## src/rtl/wtree_mul_pkg.sv

```systemverilog
package wtree_mul_pkg;
  localparam int TREE_ROWS = 8;

  function automatic logic fa_sum(input logic a, input logic b, input logic c);
    return a ^ b ^ c;
  endfunction

  function automatic logic fa_carry(input logic a, input logic b, input logic c);
    return (a & b) | (a & c) | (b & c);
  endfunction
endpackage

```

## src/rtl/wtree_cells.sv

```systemverilog
module fa_cell
  import wtree_mul_pkg::*;
(
  input  logic a,
  input  logic b,
  input  logic c,
  output logic s,
  output logic co
);
  assign s  = fa_sum(a, b, c);
  assign co = fa_carry(a, b, c);
endmodule

module c42_cell (
  input  logic [3:0] x,
  input  logic       cin,
  output logic       sum,
  output logic       carry,
  output logic       cout
);
  logic s1;
  // outgoing lateral carry comes from the first cell only, which never sees cin
  fa_cell u_first  (.a(x[0]), .b(x[1]), .c(x[2]), .s(s1),  .co(cout));
  fa_cell u_second (.a(s1),   .b(x[3]), .c(cin),  .s(sum), .co(carry));
endmodule

module c52_cell (
  input  logic [4:0] x,
  input  logic       cin1,
  input  logic       cin2,
  output logic       sum,
  output logic       carry,
  output logic       cout1,
  output logic       cout2
);
  logic s1, s2;
  // both lateral carries leave before the incoming ones are folded in
  fa_cell u_a (.a(x[0]), .b(x[1]), .c(x[2]), .s(s1),  .co(cout1));
  fa_cell u_b (.a(s1),   .b(x[3]), .c(x[4]), .s(s2),  .co(cout2));
  fa_cell u_c (.a(s2),   .b(cin1), .c(cin2), .s(sum), .co(carry));
endmodule

```

## src/rtl/wtree_rows.sv

```systemverilog
module fa_row #(
  parameter int W = 16
) (
  input  logic [W-1:0] r0,
  input  logic [W-1:0] r1,
  input  logic [W-1:0] r2,
  output logic [W-1:0] s,
  output logic [W-1:0] c
);
  logic [W-1:0] maj;
  for (genvar j = 0; j < W; j++) begin : g_col
    fa_cell u_fa (.a(r0[j]), .b(r1[j]), .c(r2[j]), .s(s[j]), .co(maj[j]));
  end
  assign c = {maj[W-2:0], 1'b0};
  logic unused_top;
  assign unused_top = maj[W-1];
endmodule

module c42_row #(
  parameter int W = 16
) (
  input  logic [W-1:0] r0,
  input  logic [W-1:0] r1,
  input  logic [W-1:0] r2,
  input  logic [W-1:0] r3,
  output logic [W-1:0] s,
  output logic [W-1:0] c
);
  logic [W-1:0] carry, lat;
  for (genvar j = 0; j < W; j++) begin : g_col
    logic cin_j;
    if (j == 0) begin : g_lsb
      assign cin_j = 1'b0;
    end else begin : g_mid
      assign cin_j = lat[j-1];
    end
    c42_cell u_c42 (
      .x({r3[j], r2[j], r1[j], r0[j]}), .cin(cin_j),
      .sum(s[j]), .carry(carry[j]), .cout(lat[j])
    );
  end
  assign c = {carry[W-2:0], 1'b0};
  logic unused_top;
  assign unused_top = carry[W-1] ^ lat[W-1];
endmodule

module c52_row #(
  parameter int W = 16
) (
  input  logic [W-1:0] r0,
  input  logic [W-1:0] r1,
  input  logic [W-1:0] r2,
  input  logic [W-1:0] r3,
  input  logic [W-1:0] r4,
  output logic [W-1:0] s,
  output logic [W-1:0] c
);
  logic [W-1:0] carry, lat1, lat2;
  for (genvar j = 0; j < W; j++) begin : g_col
    logic ci1, ci2;
    if (j == 0) begin : g_lsb
      assign ci1 = 1'b0;
      assign ci2 = 1'b0;
    end else begin : g_mid
      assign ci1 = lat1[j-1];
      assign ci2 = lat2[j-1];
    end
    c52_cell u_c52 (
      .x({r4[j], r3[j], r2[j], r1[j], r0[j]}), .cin1(ci1), .cin2(ci2),
      .sum(s[j]), .carry(carry[j]), .cout1(lat1[j]), .cout2(lat2[j])
    );
  end
  assign c = {carry[W-2:0], 1'b0};
  logic unused_top;
  assign unused_top = carry[W-1] ^ lat1[W-1] ^ lat2[W-1];
endmodule

```

## src/rtl/hc_adder.sv

```systemverilog
module hc_adder #(
  parameter int W = 16
) (
  input  logic [W-1:0] a,
  input  logic [W-1:0] b,
  output logic [W-1:0] sum
);
  localparam int LG = $clog2(W);
  localparam int NS = LG + 2;

  logic [NS-1:0][W-1:0] gt, pt;

  assign gt[0] = a & b;
  assign pt[0] = a ^ b;

  for (genvar st = 1; st < NS; st++) begin : g_stage
    for (genvar i = 0; i < W; i++) begin : g_bit
      if (st == 1 && (i % 2) == 1) begin : g_pair
        assign gt[st][i] = gt[st-1][i] | (pt[st-1][i] & gt[st-1][i-1]);
        assign pt[st][i] = pt[st-1][i] & pt[st-1][i-1];
      end else if (st > 1 && st <= LG && (i % 2) == 1 && i >= (1 << (st-1))) begin : g_odd
        assign gt[st][i] = gt[st-1][i] | (pt[st-1][i] & gt[st-1][i-(1 << (st-1))]);
        assign pt[st][i] = pt[st-1][i] & pt[st-1][i-(1 << (st-1))];
      end else if (st == NS-1 && (i % 2) == 0 && i >= 2) begin : g_even
        assign gt[st][i] = gt[st-1][i] | (pt[st-1][i] & gt[st-1][i-1]);
        assign pt[st][i] = pt[st-1][i] & pt[st-1][i-1];
      end else begin : g_pass
        assign gt[st][i] = gt[st-1][i];
        assign pt[st][i] = pt[st-1][i];
      end
    end
  end

  assign sum[0] = pt[0][0];
  for (genvar i = 1; i < W; i++) begin : g_sum
    assign sum[i] = pt[0][i] ^ gt[NS-1][i-1];
  end

  logic unused_top;
  assign unused_top = gt[NS-1][W-1] ^ (^pt[NS-1]);
endmodule

```

## src/rtl/wtree_mul.sv

```systemverilog
module wtree_mul
  import wtree_mul_pkg::*;
#(
  parameter int WIDTH   = 8,
  parameter bit REG_OUT = 1'b1
) (
  input  logic               clk,
  input  logic               rst,
  input  logic               in_valid,
  input  logic [WIDTH-1:0]   op_a,
  input  logic [WIDTH-1:0]   op_b,
  output logic [2*WIDTH-1:0] prod,
  output logic               out_valid
);
  localparam int PW = 2 * WIDTH;

  // partial-product matrix: row i is op_a gated by op_b[i], shifted by i
  logic [TREE_ROWS-1:0][PW-1:0] pp;
  for (genvar i = 0; i < TREE_ROWS; i++) begin : g_pp
    if (i < WIDTH) begin : g_live
      assign pp[i] = PW'(op_a & {WIDTH{op_b[i]}}) << i;
    end else begin : g_zero
      assign pp[i] = '0;
    end
  end

  // stage A: 8 rows -> 7
  logic [PW-1:0] sa_s, sa_c;
  fa_row #(.W(PW)) u_stage_a (
    .r0(pp[0]), .r1(pp[1]), .r2(pp[2]), .s(sa_s), .c(sa_c)
  );

  // stage B: 7 rows -> 5
  logic [PW-1:0] sb_s, sb_c;
  c42_row #(.W(PW)) u_stage_b (
    .r0(sa_s), .r1(sa_c), .r2(pp[3]), .r3(pp[4]), .s(sb_s), .c(sb_c)
  );

  // stage C: 5 rows -> 2
  logic [PW-1:0] sc_s, sc_c;
  c52_row #(.W(PW)) u_stage_c (
    .r0(sb_s), .r1(sb_c), .r2(pp[5]), .r3(pp[6]), .r4(pp[7]), .s(sc_s), .c(sc_c)
  );

  logic [PW-1:0] total;
  hc_adder #(.W(PW)) u_final (.a(sc_s), .b(sc_c), .sum(total));

  if (REG_OUT) begin : g_reg
    logic [PW-1:0] prod_q;
    logic          vld_q;
    always_ff @(posedge clk) begin
      if (rst) begin
        prod_q <= '0;
        vld_q  <= 1'b0;
      end else begin
        vld_q <= in_valid;
        if (in_valid) prod_q <= total;
      end
    end
    assign prod      = prod_q;
    assign out_valid = vld_q;
  end else begin : g_comb
    assign prod      = total;
    assign out_valid = in_valid;
  end
endmodule

```

## config.mk

```make
export PLATFORM = sky130hd
export DESIGN_NAME = wtree_mul
export DESIGN_NICKNAME = d
export VERILOG_FILES = /design/src/rtl/wtree_mul_pkg.sv /design/src/rtl/wtree_cells.sv /design/src/rtl/wtree_rows.sv /design/src/rtl/hc_adder.sv /design/src/rtl/wtree_mul.sv
export SDC_FILE = /design/constraint.sdc
export NUM_CORES = 1
export LEC_CHECK = 0
export BUFFER_PORTS_ARGS = -buffer_cell sky130_fd_sc_hd__buf_2
export CORE_AREA = 2 2 93 95
export CTS_CLUSTER_DIAMETER = 100
export DETAILED_ROUTE_END_ITERATION = 8
export DIE_AREA = 0 0 95 97
export HOLD_SLACK_MARGIN = 0.12
export PLACE_DENSITY_LB_ADDON = 0.25
export SLEW_MARGIN = 25
export SYNTH_ARGS = -nofsm -noshare
export SYNTH_HDL_FRONTEND = slang
export SYNTH_HIERARCHICAL = 1
export SYNTH_SLANG_ARGS = --single-unit
```

## constraint.sdc

```tcl
create_clock -name clk -period 8 [get_ports clk]
set_input_delay 1.6 -clock clk [delete_from_list [all_inputs] [get_ports clk]]
set_output_delay 1.6 -clock clk [all_outputs]
set_load 0.02 [all_outputs]
```

# After elaboration in Yosys (flattened, before gate mapping)
# Cells that the tools add are included.
# word_totals
output_inout_bits,17
regBits,17
latchBits,0
wordCells,557
romBits,0
ramBits,0
input_bits,19
n_memories,0
# op_classes
n_shift,0
n_reduce_logical,0
n_bitwise,555
div,0
n_eq_ne,0
muxes,0
n_lt_le_gt_ge,0
n_mul,0
add_sub_neg,0
# ops
cell,count
$and A1 B1 Y1,195
$or A1 B1 Y1,152
$xor A1 B1 Y1,129
$and A8 B8 Y8,8
$xor A1 B1 Y1 const B,21
$and A1 B1 Y1 const AB,16
$and A1 B1 Y1 const B,16
$xor A16 B16 Y16,1
$and A15 B15 Y15,1
$and A1 B1 Y1 const A,8
$xor A1 B1 Y1 const AB,7
$xor A1 B1 Y1 const A,1

# Logic depth before layout (Yosys ltp)
# logic_depth
word_depth,29
depth_mapped,19

# Modules after synthesis
# Netlist, hierarchy kept.
# by_module_without_submodules
mod,cells_per_inst,area_each_um2,n_inst,seq_area_each_um2
fa_cell,1,20.0,96,0.0
wtree_mul,119,1012.2,1,340.3
hc_adder,56,549.3,1,0.0
c42_row,17,123.9,1,0.0
c52_row,17,123.9,1,0.0
fa_row,2,11.3,1,0.0

# Least setup slack after synthesis
# Ideal clock, no wire load.
# synth_timing
path_type,in2reg
from,in op_b[0]
to,"reg g_reg.prod_q[15], in the netlist prod[15]"
t_arrival_ns,6.657
path_buffers,2
stages,19
t_required_ns,7.885
path_slack_ns,1.228
path_cell_list,and2_1 > fa_1 > fa_1 > fa_1 > buf_4 > fa_1 > fa_1 > fa_1 > buf_4 > ha_1 > a21o_1 > a21oi_1 > o21ai_0 > a41o_1 > a31o_1 > fa_1 > xnor2_1 > mux2i_1 > nor2_1
# synth_lines
item,line_no,source
from (decl),wtree_mul.sv:11,"input logic [WIDTH-1:0] op_b,"
$and A8 B8 Y8 (*),wtree_mul.sv:21,assign pp[i] = PW'(op_a & {WIDTH{op_b[i]}}) << i;
$xor A1 B1 Y1 (*) (2 in a row),wtree_mul_pkg.sv:5,return a ^ b ^ c;
named net sa_s[5],wtree_mul.sv:28,"logic [PW-1:0] sa_s, sa_c;"
$xor A1 B1 Y1 (*) (2 in a row),wtree_mul_pkg.sv:5,
named net u_stage_b.g_col[5].u_c42.s1,wtree_cells.sv:21,logic s1;
$and A1 B1 Y1,wtree_mul_pkg.sv:9,return (a & b) | (a & c) | (b & c);
$or A1 B1 Y1 (*) (2 in a row),wtree_mul_pkg.sv:9,
named net u_stage_b.carry[5],wtree_rows.sv:29,"logic [W-1:0] carry, lat;"
(+2 left out),n/a,
named net u_stage_c.g_col[6].u_c52.s1,wtree_cells.sv:36,"logic s1, s2;"
(+1 left out),n/a,
named net u_stage_c.g_col[6].u_c52.s2,wtree_cells.sv:36,
(+1 left out),n/a,
named net u_stage_c.carry[6],wtree_rows.sv:58,"logic [W-1:0] carry, lat1, lat2;"
(+4 left out),n/a,
$or A1 B1 Y1,hc_adder.sv:22,assign gt[st][i] = gt[st-1][i] | (pt[st-1][i] & gt[st-1][i-(1 << (st-1))]);
$and A1 B1 Y1,hc_adder.sv:22,
$or A1 B1 Y1,hc_adder.sv:22,
$or A1 B1 Y1 (*),hc_adder.sv:22,
$and A1 B1 Y1 (*),hc_adder.sv:25,assign gt[st][i] = gt[st-1][i] | (pt[st-1][i] & gt[st-1][i-1]);
$or A1 B1 Y1 (*),hc_adder.sv:25,
$xor A1 B1 Y1 (*),hc_adder.sv:36,assign sum[i] = pt[0][i] ^ gt[NS-1][i-1];
named net total[15],wtree_mul.sv:45,logic [PW-1:0] total;
to (signal assigned),wtree_mul.sv:57,if (in_valid) prod_q <= total;
to (decl),wtree_mul.sv:49,logic [PW-1:0] prod_q;
# The timed path passes the listed nets; every way through them passes the cells marked *.
# A chain may end at the register's enable or synchronous reset.

==> metrics.txt <==
status complete, no violations; htree depth 1; placed inst area 4010 µm²; Ports 36; Power Total 1.60 mW; PnR worst setup slack 1.18 ns; final setup violating endpoints 0; Critical Path RT 8.13 ns; crit end category register; post-route cell area 4050 µm²; crit path kind primary input to register; max frequency 0.147 GHz; VDD IR max 0.000178 V; Slew Viols, Final 0; RSZ-0062 raised after global routing no; DRC violations left 0; initial core utilization 46.0%; Layout area overhead 8.33%; clock buffer depth 2; root buffer cell clkbuf_8; post-synthesis register bit count 17; main combinational cell family by area after synthesis adder cells; wire length per cell 11.3 µm; # resized after CTS 0; met1 WL 2080 µm; compound-cell area share of the yosys netlist 3.01%; initial antenna violation count 0; fin nets 511; Die X 95 µm; gr usage total 13.5%; vias after detailed routing 2136; drt via density 4.45; Yosys cell types 25; Data arrival, critical path 6.95 ns; Final min period 6.82 ns; Mapped Avg Cell Area 12.2 µm²; xor-xnor portion of the synthesized cell area 2.11%; full die area 9220 µm²; Post-synth EDFFs 0; Gate power share 88.1%; Reg power frac 8.0%; first-pass GRT wire length 10200 µm; routed wl met3 62 µm; crit-path cells buf_2, and2_1, fa_1, fa_1, fa_1, fa_1, fa_1, fa_1, ha_1, a21o_1, a21oi_1, o21ai_0, a41o_1, a31o_1, fa_1, xnor2_1, mux2i_1, nor2_1; type of origin of the critical path primary input; pre-CTS setup slack 0.900 ns; Yosys warnings 6; largest net degree at the start of global routing 18; vias in the first global route 2398; TritonCTS Buffers 3; CP max FO 8; Pleak 2.02 nW; CP peak stage delay 0.53 ns; power per cell area 395 nW/µm²; highest metal used met4; clock skew 0 ns; routability congestion estimate 0.735; cells after synthesis 307; Hold Crit Class register to register; switch share 48.4%; fill cell count 789; Final period util 85.2%; # diodes 0; Routed WL 5420 µm; post-synthesis sequential area ratio 9.09%; Top FF cell, synth dfxtp_1; slowest stage cell on the critical path fa_1; cell mode on critical path fa_1; fraction of registers with async set or reset after synthesis 0%; Max-cap violations 0; internal power 826 µW; final hold vios 0; row count 33; CTS Sinks 17; Sw Pwr 775 µW; # Post-CTS Setup Buffers 0; setup TNS 0 ns; worst-skew pair later-pin latency 0.25 ns; drt first pass iters 3; CTS tree yes; Mapped Area 3740 µm²; share of cells above drive strength 1 11.2%; power share of the clock group 3.9%; most frequent cells in the layout fa_1, conb_1, and2_1, buf_2, dfxtp_1; Die Y 97 µm; gr ovfl total 0; routed wl met2 3230 µm; Post-Synth Adder-Cell Area 59.4%; Synth Area in Simple Gates 13.1%; multiplexer share of the synthesized area 4.28%; Antenna Nets Post-Route 0; Hold Buf Count CTS 0; clock transition at the registers of the reported paths 0.06 ns; number of port buffers 35; hpwl dp 5000 µm; most common cell after layout, fill and taps aside fa_1; Core ar. 8130 µm²; DRT iter0 DRCs 31
[cell type report]
class                   count  area, µm²  area share [%]
clock buffers               3       41.3            1.02
clock inverters             1       5.00           0.123
inverters                   8       30.0           0.741
multi-input cells         311       3330            82.2
flip-flops and latches     17        340            8.40
well taps                 105        131            3.24
repair buffers             35        175            4.32
[cell usage after synthesis, drive strengths merged (3+ instances only)]
| library cell | instances | share of area (%) |
|---|---|---|
| and2 | 64 | 11 |
| xnor2 | 4 | 0.94 |
| inv | 8 | 0.80 |
| a21o | 4 | 0.80 |
| nor2 | 16 | 1.6 |
| conb | 4 | 0.40 |
| dfxtp | 17 | 9.1 |
| a21oi | 4 | 0.64 |
| a31o | 3 | 0.70 |
| xor2 | 5 | 1.2 |
| ha | 13 | 4.3 |
| mux2i | 16 | 4.3 |
| o21ai | 3 | 0.60 |
| buf | 37 | 7.7 |
| fa | 103 | 55 |
[power groups by stage]
stage | registers (mW) | logic, mW | clock network, mW
3_3_place_gp | 0.130 | 1.39 | 0
5_1_grt | 0.130 | 1.65 | 0.0679
6_report | 0.128 | 1.41 | 0.0627
2_1_floorplan | 0.158 | 1.21 | 0
4_1_cts | 0.128 | 1.42 | 0.0655
3_5_place_dp | 0.130 | 1.42 | 0
[routing by layer]
| metal | GRT usage [%] | vias to the layer above |
|---|---|---|
| li1 | - | 986 |
| met1 | 16.8 | 1127 |
| met2 | 25.4 | 17 |
| met3 | 1.48 | 6 |
| met4 | 1.90 | 0 |
| met5 | 0 | - |
[path summary, 6_finish.rpt]
| path | from | end | slack, ns | cells after the start |
|---|---|---|---|---|
| setup / recovery | op_a[7] | prod[15] | 1.18 | 18 |
| hold / removal | prod[1] | prod[1] | 0.49 | 2 |
| setup reg to reg | prod[10] | prod[10] | 7.37 | 2 |
| hold reg to reg | prod[1] | prod[1] | 0.49 | 2 |
[state kept, by name, summed over array words and instances, names as in the netlist]
signal     flops
out_valid      1
prod          16
[kinds of logic (layout without fill, tap and decap cells)]
kind of cell             Yosys count  in the layout
flip-flops                        17             17
XOR/XNOR                           9              9
other                              4             70
adder cells (fa/ha/maj)          116            116
multiplexers                      16             16
AO/OA/AOI/OAI                     15             15
buffers and inverters             45             47
AND/OR/NAND/NOR                   85             85
[worst max-delay path: cells and delay by family]
kind / cells / cell delay [ns]
AO/OA/AOI/OAI: 5 / 0.89
XOR/XNOR: 1 / 0.14
adder cells (fa/ha/maj): 8 / 3.81
buffers and inverters: 1 / 0.14
multiplexers: 1 / 0.13
AND/OR/NAND/NOR: 2 / 0.24
[metrics by stage]
step,hold WS [ns],cells,util [%]
after floorplan,0.583,373,-
after global placement,0.473,476,49.3
after detailed placement,0.477,476,49.3
after CTS,0.493,480,49.8
after global routing,0.521,480,49.8
final,0.486,480,49.8
No activity file was read; power rests on OpenSTA's default activity.
